<file path="src/rtl/sb_pkg.sv">
package sb_pkg;
  localparam int NUM_UNITS = 4;
  localparam int CLS_W     = $clog2(NUM_UNITS);

  typedef enum logic [CLS_W-1:0] {
    UNIT_INT = 2'd0,
    UNIT_ADD = 2'd1,
    UNIT_MUL = 2'd2,
    UNIT_DIV = 2'd3
  } unitClass_e;

  // strobes from control to the flag datapath
  typedef struct packed {
    logic                 grant;
    logic [NUM_UNITS-1:0] unitSel;
    logic                 markPend;
  } sbStrobe_t;
endpackage

</file>
<file path="src/rtl/sb_ctrl.sv">
module sb_ctrl
  import sb_pkg::*;
#(
  parameter int NUM_REGS = 32,
  parameter int REG_W    = $clog2(NUM_REGS)
) (
  input  logic                 rst,
  input  logic                 instValid,
  input  logic [CLS_W-1:0]     instClass,
  input  logic                 instHasDest,
  input  logic [REG_W-1:0]     instDest,
  input  logic [REG_W-1:0]     instSrc1,
  input  logic [REG_W-1:0]     instSrc2,
  input  logic [NUM_UNITS-1:0] fuHold,
  input  logic [NUM_REGS-1:0]  pendVec,
  input  logic [NUM_UNITS-1:0] busyVec,
  output sbStrobe_t            strobe
);
  logic [NUM_UNITS-1:0] reqUnit;
  logic unitBlocked;
  logic rawHaz;
  logic wawHaz;
  logic grantNow;

  // decode the requested class to a one-hot unit vector
  for (genvar u = 0; u < NUM_UNITS; u++) begin : g_dec
    assign reqUnit[u] = (instClass == CLS_W'(u));
  end

  assign unitBlocked = |(reqUnit & (busyVec | fuHold));
  assign rawHaz      = pendVec[instSrc1] | pendVec[instSrc2];
  assign wawHaz      = instHasDest & pendVec[instDest];
  assign grantNow    = !rst && instValid && !unitBlocked && !rawHaz && !wawHaz;

  always_comb begin
    strobe.grant    = grantNow;
    strobe.unitSel  = grantNow ? reqUnit : '0;
    strobe.markPend = grantNow && instHasDest && (instDest != '0);
  end
endmodule

</file>
<file path="src/rtl/sb_state.sv">
module sb_state
  import sb_pkg::*;
#(
  parameter int NUM_REGS = 32,
  parameter int REG_W    = $clog2(NUM_REGS)
) (
  input  logic                 clk,
  input  logic                 rst,
  input  sbStrobe_t            strobe,
  input  logic [REG_W-1:0]     instDest,
  input  logic [NUM_UNITS-1:0] fuFree,
  input  logic                 wbValid,
  input  logic [REG_W-1:0]     wbReg,
  output logic [NUM_REGS-1:0]  pendVec,
  output logic [NUM_UNITS-1:0] busyVec
);
  // write-pending flags, register 0 hardwired clear
  for (genvar r = 0; r < NUM_REGS; r++) begin : g_pend
    if (r == 0) begin : g_zero
      assign pendVec[r] = 1'b0;
    end else begin : g_flag
      logic pendQ;
      always_ff @(posedge clk) begin
        if (rst)                                          pendQ <= 1'b0;
        else if (strobe.markPend && instDest == REG_W'(r)) pendQ <= 1'b1;
        else if (wbValid && wbReg == REG_W'(r))            pendQ <= 1'b0;
      end
      assign pendVec[r] = pendQ;
    end
  end

  // unit occupancy flags, set on grant wins over a free pulse
  for (genvar u = 0; u < NUM_UNITS; u++) begin : g_busy
    logic busyQ;
    always_ff @(posedge clk) begin
      if (rst)                    busyQ <= 1'b0;
      else if (strobe.unitSel[u]) busyQ <= 1'b1;
      else if (fuFree[u])         busyQ <= 1'b0;
    end
    assign busyVec[u] = busyQ;
  end
endmodule

</file>
<file path="src/rtl/issue_scoreboard.sv">
module issue_scoreboard
  import sb_pkg::*;
#(
  parameter int NUM_REGS = 32,
  parameter int REG_W    = $clog2(NUM_REGS)
) (
  input  logic                 clk,
  input  logic                 rst,
  input  logic                 instValid,
  input  logic [CLS_W-1:0]     instClass,
  input  logic                 instHasDest,
  input  logic [REG_W-1:0]     instDest,
  input  logic [REG_W-1:0]     instSrc1,
  input  logic [REG_W-1:0]     instSrc2,
  input  logic [NUM_UNITS-1:0] fuHold,
  input  logic [NUM_UNITS-1:0] fuFree,
  input  logic                 wbValid,
  input  logic [REG_W-1:0]     wbReg,
  output logic                 issueGrant,
  output logic [NUM_UNITS-1:0] issueUnit
);
  sbStrobe_t            strobe;
  logic [NUM_REGS-1:0]  pendVec;
  logic [NUM_UNITS-1:0] busyVec;

  sb_ctrl #(.NUM_REGS(NUM_REGS), .REG_W(REG_W)) u_ctrl (
    .rst(rst), .instValid(instValid), .instClass(instClass),
    .instHasDest(instHasDest), .instDest(instDest),
    .instSrc1(instSrc1), .instSrc2(instSrc2), .fuHold(fuHold),
    .pendVec(pendVec), .busyVec(busyVec), .strobe(strobe)
  );

  sb_state #(.NUM_REGS(NUM_REGS), .REG_W(REG_W)) u_state (
    .clk(clk), .rst(rst), .strobe(strobe), .instDest(instDest),
    .fuFree(fuFree), .wbValid(wbValid), .wbReg(wbReg),
    .pendVec(pendVec), .busyVec(busyVec)
  );

  assign issueGrant = strobe.grant;
  assign issueUnit  = strobe.unitSel;
endmodule

</file>
<file path="config.mk">
export PLATFORM = sky130hd
export DESIGN_NAME = issue_scoreboard
export DESIGN_NICKNAME = d
export VERILOG_FILES = /design/src/rtl/sb_pkg.sv /design/src/rtl/sb_ctrl.sv /design/src/rtl/sb_state.sv /design/src/rtl/issue_scoreboard.sv
export SDC_FILE = /design/constraint.sdc
export NUM_CORES = 1
export LEC_CHECK = 0
export BUFFER_PORTS_ARGS = -buffer_cell sky130_fd_sc_hd__buf_2
export CAP_MARGIN = 40
export CORE_ASPECT_RATIO = 1.1
export CORE_MARGIN = 5
export CORE_UTILIZATION = 57
export CTS_CLUSTER_SIZE = 40
export DETAILED_ROUTE_END_ITERATION = 8
export GPL_TIMING_DRIVEN = 0
export PLACE_DENSITY_LB_ADDON = 0.05
export RECOVER_POWER = 25
export SETUP_SLACK_MARGIN = 0.05
export SLEW_MARGIN = 20
export SYNTH_ARGS = -nofsm -noshare
export SYNTH_HDL_FRONTEND = slang
export SYNTH_SLANG_ARGS = --single-unit
</file>
<file path="constraint.sdc">
create_clock -name clk -period 2.9 [get_ports clk]
set_input_delay 0.29 -clock clk [delete_from_list [all_inputs] [get_ports clk]]
set_output_delay 0.29 -clock clk [all_outputs]
set_load 0.05 [all_outputs]
</file>
Word-level counts from Yosys, hierarchy flattened. Cells that the tools add are included.

$add $sub $neg: 0. Multipliers: 0. Div/mod/pow operators: 0. Order comparisons: 3. Equal/unequal tests: 65. Shift operators: 0. Multiplexer cells: 77. Bitwise operators: 4. Reduce and logical (&&, ||, !) cells: 110.

Operator list (count): 5-bit equality test, second input constant (32); 5-bit by 4-bit equality test with 1-bit output, second input constant (16); 1-bit 2-to-1 mux (73); 2-bit nonzero test (35); 1-bit logical AND (68); 5-bit by 3-bit equality test with 1-bit output, second input constant (8); 5-bit by 2-bit equality test with 1-bit output, second input constant (4); 5-bit by 6-bit less-than comparator with 1-bit output, second input constant (3); 1-bit binary-select mux with 5-bit select (3); 5-bit by 1-bit equality test with 1-bit output, second input constant (2); 5-bit nonzero test (1); 4-bit bitwise AND (1); 2-bit equality test, second input constant (2); 1-bit zero test (4); 4-bit 2-to-1 mux (1); 4-bit bitwise OR (1); 4-bit OR reduction (1); 2-bit by 1-bit equality test with 1-bit output, second input constant (1); 2-bit zero test (1); 1-bit bitwise AND (1); 1-bit bitwise OR (1).

Flip-flop bits (word level): 35. Bits in latches: 0. RAM bits: 0. Memory bits (read-only): 0. Input bits: 35. Output and inout port bits: 5. Word-level logic and storage cells: 294. Memories kept: 0.

Depth between registers and ports, before layout.
Word-level depth: 11. Mapped depth: 9. Gate-level depth less buffers: 6.

Modules after synthesis. Synthesis repeated with hierarchy kept, for this count alone.

Cells, all modules: 308. Area total of the unflattened synthesis: 2835.2 um^2.

By module, submodules not included: sb_state (instances 1, cells an instance 213, area an instance 1790.5 um^2, seq. area each 700.7 um^2); sb_ctrl (instances 1, cells an instance 95, area an instance 1044.8 um^2, seq. area each 0.0 um^2).

Worst setup path before layout. No wires, ideal clock.

Path kind: in2out. From: in instDest[1]. To: out issueUnit[1]. Arrival: 2.643 ns. Data required time: 2.610 ns. Slack: -0.033 ns. Stages: 8. Buffers on the path: 3. Cells stage by stage: buf_2 > buf_2 > mux4_2 > a31oi_1 > nand3_1 > a311o_1 > buf_2 > nor4b_2.

Word-level cells in the longest chain between the ends: 6.

Ends and longest elaborated chain: start, declared (RTL line issue_scoreboard.sv:12) `input logic [REG_W-1:0] instDest,`; 1-bit binary-select mux with 5-bit select (RTL line sb_ctrl.sv:32) `assign wawHaz = instHasDest & pendVec[instDest];`; 1-bit 2-to-1 mux (not written as such) (RTL line sb_ctrl.sv:32); 1-bit bitwise AND (RTL line sb_ctrl.sv:32); 1-bit zero test (RTL line sb_ctrl.sv:33) `assign grantNow = !rst && instValid && !unitBlocked && !rawHaz && !wawHaz;`; 1-bit logical AND (RTL line sb_ctrl.sv:33); 4-bit 2-to-1 mux (RTL line sb_ctrl.sv:37) `strobe.unitSel = grantNow ? reqUnit : '0;`; end, declared (RTL line issue_scoreboard.sv:20) `output logic [NUM_UNITS-1:0] issueUnit`.

Every way passes these cells. The select of a mux whose other input is x is not followed.

Worst setup path after layout.
From: reg u_state.g_pend[5].g_flag.pendQ. To: out issueUnit[2].

Word-level cells in the longest chain between the ends: 7. Elaborated cells on any way between the ends: 13. Those cells by class: 7 x mux; 2 x bitwise; 4 x reduce/logical.

Ends and longest elaborated chain: start, declared (RTL line sb_state.sv:22) `logic pendQ;`; start signal, assigned (RTL line sb_state.sv:24) `if (rst) pendQ <= 1'b0;`; start signal, assigned (RTL line sb_state.sv:25) `else if (strobe.markPend && instDest == REG_W'(r)) pendQ <= 1'b1;`; start signal, assigned (RTL line sb_state.sv:26) `else if (wbValid && wbReg == REG_W'(r)) pendQ <= 1'b0;`; 1-bit binary-select mux with 5-bit select (RTL line sb_ctrl.sv:31) `assign rawHaz = pendVec[instSrc1] | pendVec[instSrc2];`; 1-bit 2-to-1 mux (not written as such) (RTL line sb_ctrl.sv:31); 1-bit bitwise OR (RTL line sb_ctrl.sv:31); 1-bit zero test (RTL line sb_ctrl.sv:33); 1-bit logical AND (RTL line sb_ctrl.sv:33); 1-bit logical AND (*) (RTL line sb_ctrl.sv:33); 4-bit 2-to-1 mux (*) (RTL line sb_ctrl.sv:37).

Mark *: on every way between the ends. The rest lies on a longest branch, timed or not. The select of a mux whose other input is x is not followed.

==> results.md <==
| Group | Result | Reported |
|---|---|---|
| outcome | Run status | completed |
| final layout | Area growth from synthesis to layout | 14.4% |
| synthesis | Number of library cell types mapped by synthesis | 40 |
| routing | Post-DR vias/cell | 6.54 |
| critical path | Data required, critical path | 2610 ps |
| routing | Average routed wire per standard cell | 18.7 um |
| power | P_leak | 1.03 nW |
| sta | Total count of hold-check failures in the final report | 0 |
| sta | Unrepaired setup endpoints after global routing | no |
| sta | Number of pins with negative max-slew slack in the final report | 0 |
| floorplan | Starting density of the core | 57.8% |
| sta | Final-report setup violation count | 0 |
| sta | Period utilization | 96.5% |
| hold path | Class of the tightest hold or removal check | input pin to flop |
| sta | Max Fclk | 0.357 GHz |
| clock network | Clk_lat worst skew | 290 ps |
| floorplan | Floorplan die area | 6120 um2 |
| synthesis | Sequential share of the synthesized area | 26.4% |
| global route | Busiest layer in global routing | met2 |
| place | GP Congestion | 0.956 |
| synthesis | Number of synthesized register bits | 35 |
| floorplan | Core ar. | 4590 um2 |
| floorplan | # IOs | 40 |
| critical path | CP max stage cell | sky130_fd_sc_hd__dfxtp_1 |
| clock network | Deepest level of the CTS H-tree | 2 |
| critical path | Worst Setup End Kind | primary output |
| critical path | Critical path launch point type | flop |
| clock network | Hold buffers post-CTS | 0 |
| synthesis | Predominant post-synthesis flop cell | sky130_fd_sc_hd__dfxtp_1 |
| critical path | Data arrival time of the critical path | 2510 ps |
| critical path | Crit path cell chain | mux2_1 -> a221o_1 -> o21ai_0 -> a211oi_1 -> a311o_1 -> clkbuf_4 -> and4bb_1 -> buf_6 |
| synthesis | Instance count of the mapped netlist | 350 |
| critical path | Crit Path Class | flop to primary output |
| critical path | CP Buf/Inv Count | 2 |
| sta | Setup ws final | 100 ps |
| clock network | Clock-pin transition on the worst setup and hold timing paths | 70 ps |
| clock network | Clock root buffer master | sky130_fd_sc_hd__clkbuf_8 |
| power | Max VDD drop | 0.257 mV |
| global route | Global-route usage over all layers | 29.1% |
| final layout | Total Nets Final | 424 |
| clock network | Clock tree from TritonCTS | built |
| power | Final Total Pwr | 1.09 mW |
| final layout | Fill cell total of the finished layout | 404 |
| global route | Via count of the first global-routing pass | 2659 |
| synthesis | Number of enable flip-flop cells after synthesis | 0 |
| synthesis | Share of flip-flops with an asynchronous set or reset | 0% |
| place | Half-perimeter wire length of the detailed placement result | 6360 um |
| global route | Met3 capacity usage during global routing | 5.14% |
| sta | Maximum clock skew at final layout | 7.70 ps |
| floorplan | Placement Rows | 26 |
| global route | Met2 global-route usage | 47.7% |
| sta | Min Tclk post-route | 2800 ps |
| routing | Drt total wl | 8350 um |
| critical path | Crit path max-delay family | compound AO/OA/AOI/OAI gates |
| global route | Initial antenna violation count | 0 |
| final layout | Ratio of cells with drive above 1 in the final layout | 18.2% |
| critical path | Max FO, Critical Path | 10 |
| routing | DRC viols | 0 |
| routing | Pre-antenna DRT Iters | 5 |
| synthesis | Mean instance size in the synthesized netlist | 7.58 um2 |
| global route | Overall overflow remaining after global route | 0 |
| critical path | Highest cell delay on the worst timing path | 360 ps |
| clock network | Number of buffers inserted during clock tree synthesis | 5 |
| routing | ANT nets after route | 0 |
| power | PwrDens | 358 nW/um2 |
| floorplan | Overall die height | 81.5 um |
| global route | Pin count of the biggest net entering global routing | 11 |
| synthesis | Post-synthesis cell area | 2650 um2 |
| sta | Worst slew margin relative to its limit | 65.3% |
| routing | Routed vias | 2917 |
| synthesis | Number of warnings printed during yosys synthesis | 0 |
| floorplan | Die boundary width | 75.0 um |
| job | Max cap viols | 0 |
| final layout | Antenna diode instance count | 0 |
| global route | Wire length of the first global-routing pass | 13400 um |
| place | Port-buffer cells | 31 |
| clock network | Clock Sinks | 35 |
| global route | Met1 demand-to-capacity share in global routing | 39.0% |
| sta | Total Neg Setup Slack | 0 ps |
| synthesis | Total nets after synthesis | 385 |
| clock network | Clock Tree Buf Depth | 2 |
| routing | Detailed Route Iter0 Violations | 323 |
| sta | Tightest Pin Transition | 520 ps |
| place | Worst slack, placed | 29.5 ps |
==> worst register-to-register path, cell delays in order, from the launching register on <==
cell                       delay, ps
sky130_fd_sc_hd__dfxtp_1         360
sky130_fd_sc_hd__mux2_1          310
sky130_fd_sc_hd__a221o_1         300
sky130_fd_sc_hd__o21ai_0          90
sky130_fd_sc_hd__a211oi_1        110
sky130_fd_sc_hd__a311o_1         360
sky130_fd_sc_hd__buf_4           150
sky130_fd_sc_hd__clkbuf_1        240
sky130_fd_sc_hd__o21ai_0         260
==> timing repair <==
item	4_1_cts	5_1_grt
hold endpoints to repair	0	0
setup buffers	0	1
resized for setup	3	12
endpoints found under the setup margin	5	5
pin swaps	0	1
==> cells in the mapped netlist (2+ instances only) <==
library cell	number	area, um2
sky130_fd_sc_hd__nor2b_1	8	50.1
sky130_fd_sc_hd__a22oi_1	2	15.0
sky130_fd_sc_hd__o21ai_0	40	200
sky130_fd_sc_hd__nand4b_1	3	26.3
sky130_fd_sc_hd__nand2_1	56	210
sky130_fd_sc_hd__o2111ai_1	2	17.5
sky130_fd_sc_hd__o311ai_0	4	35.0
sky130_fd_sc_hd__nand3_1	34	170
sky130_fd_sc_hd__nor3_1	7	35.0
sky130_fd_sc_hd__mux4_2	15	338
sky130_fd_sc_hd__inv_1	8	30.0
sky130_fd_sc_hd__mux2i_1	15	150
sky130_fd_sc_hd__buf_6	2	22.5
sky130_fd_sc_hd__nand2b_1	4	25.0
sky130_fd_sc_hd__dfxtp_1	35	701
sky130_fd_sc_hd__nand4_1	5	31.3
sky130_fd_sc_hd__a211oi_1	2	15.0
sky130_fd_sc_hd__a31oi_1	2	12.5
sky130_fd_sc_hd__nor2_1	47	176
sky130_fd_sc_hd__o211ai_1	15	113
sky130_fd_sc_hd__nand3b_1	2	15.0
sky130_fd_sc_hd__buf_2	9	45.0
sky130_fd_sc_hd__clkbuf_1	13	48.8
sky130_fd_sc_hd__nor3b_1	4	30.0
==> final timing paths <==
kind	startpoint	endpoint	slack [ps]	cells past startpoint
setup / recovery	u_state.g_pend[5].g_flag.pendQ	issueUnit[2]	100	8
hold / removal	fuFree[1]	u_state.g_busy[1].busyQ	260	4
hold reg to reg	u_state.g_busy[2].busyQ	u_state.g_busy[2].busyQ	460	2
setup reg to reg	u_state.g_pend[5].g_flag.pendQ	u_state.g_busy[0].busyQ	640	8
==> where the power goes <==
part           switching [mW]  internal (mW)
Clock                   0.177          0.217
Sequential            0.00108          0.482
Combinational           0.138         0.0720
Total                   0.316          0.770
==> layout by cell type (no fill, tap or decap), drive strengths merged, types with 5 or more instances in the layout <==
master,netlist,final
buf,13,41
clkbuf,13,25
dfxtp,35,35
inv,8,8
mux2i,15,15
mux4,15,15
nand2,56,56
nand3,34,34
nand4,5,5
nor2,47,47
nor2b,8,8
nor3,7,7
o211ai,15,15
o21ai,40,40
==> routing by layer <==
metal / routed length, um / vias to the layer above
li1: - / 1357
met1: 3470 / 1375
met2: 3870 / 166
met3: 841 / 19
met4: 167 / 0
met5: 0 / -
==> layout make-up <==
| type | count | area (um2) | area share (%) |
|---|---|---|---|
| multi-input combinational | 281 | 1820 | 60.0 |
| sequential | 35 | 701 | 23.1 |
| timing repair buffer | 32 | 180 | 5.94 |
| buffer | 26 | 134 | 4.41 |
| clock buffer | 8 | 100 | 3.30 |
| tap | 56 | 70.1 | 2.31 |
| inverter | 8 | 30.0 | 0.989 |
==> cell families (layout without fill, tap and decap cells) <==
family / count (synthesis) / count (layout) / share of synthesized area, %
DFF: 35 / 35 / 26.4
AOI/OAI and AO/OA: 75 / 75 / 18.0
buffers and inverters: 34 / 74 / 5.94
and+or+nand+nor: 175 / 175 / 30.8
muxes: 31 / 31 / 18.8
==> state kept, by name, summed over array words and instances, names as in the netlist <==
name	cells
u_state.g_busy.busyQ	4
u_state.g_pend.g_flag.pendQ	31
==> metrics by stage <==
stage	hold slack [ps]	instances	cell area (um2)	utilization, %
3_5_place_dp	450	437	2890	62.9
2_1_floorplan	425	350	2660	-
4_1_cts	252	445	2990	65.3
5_1_grt	277	446	3040	66.2
3_3_place_gp	439	437	2890	62.9
6_report	259	446	3040	66.2
No activity file was read; power rests on OpenSTA's default activity.
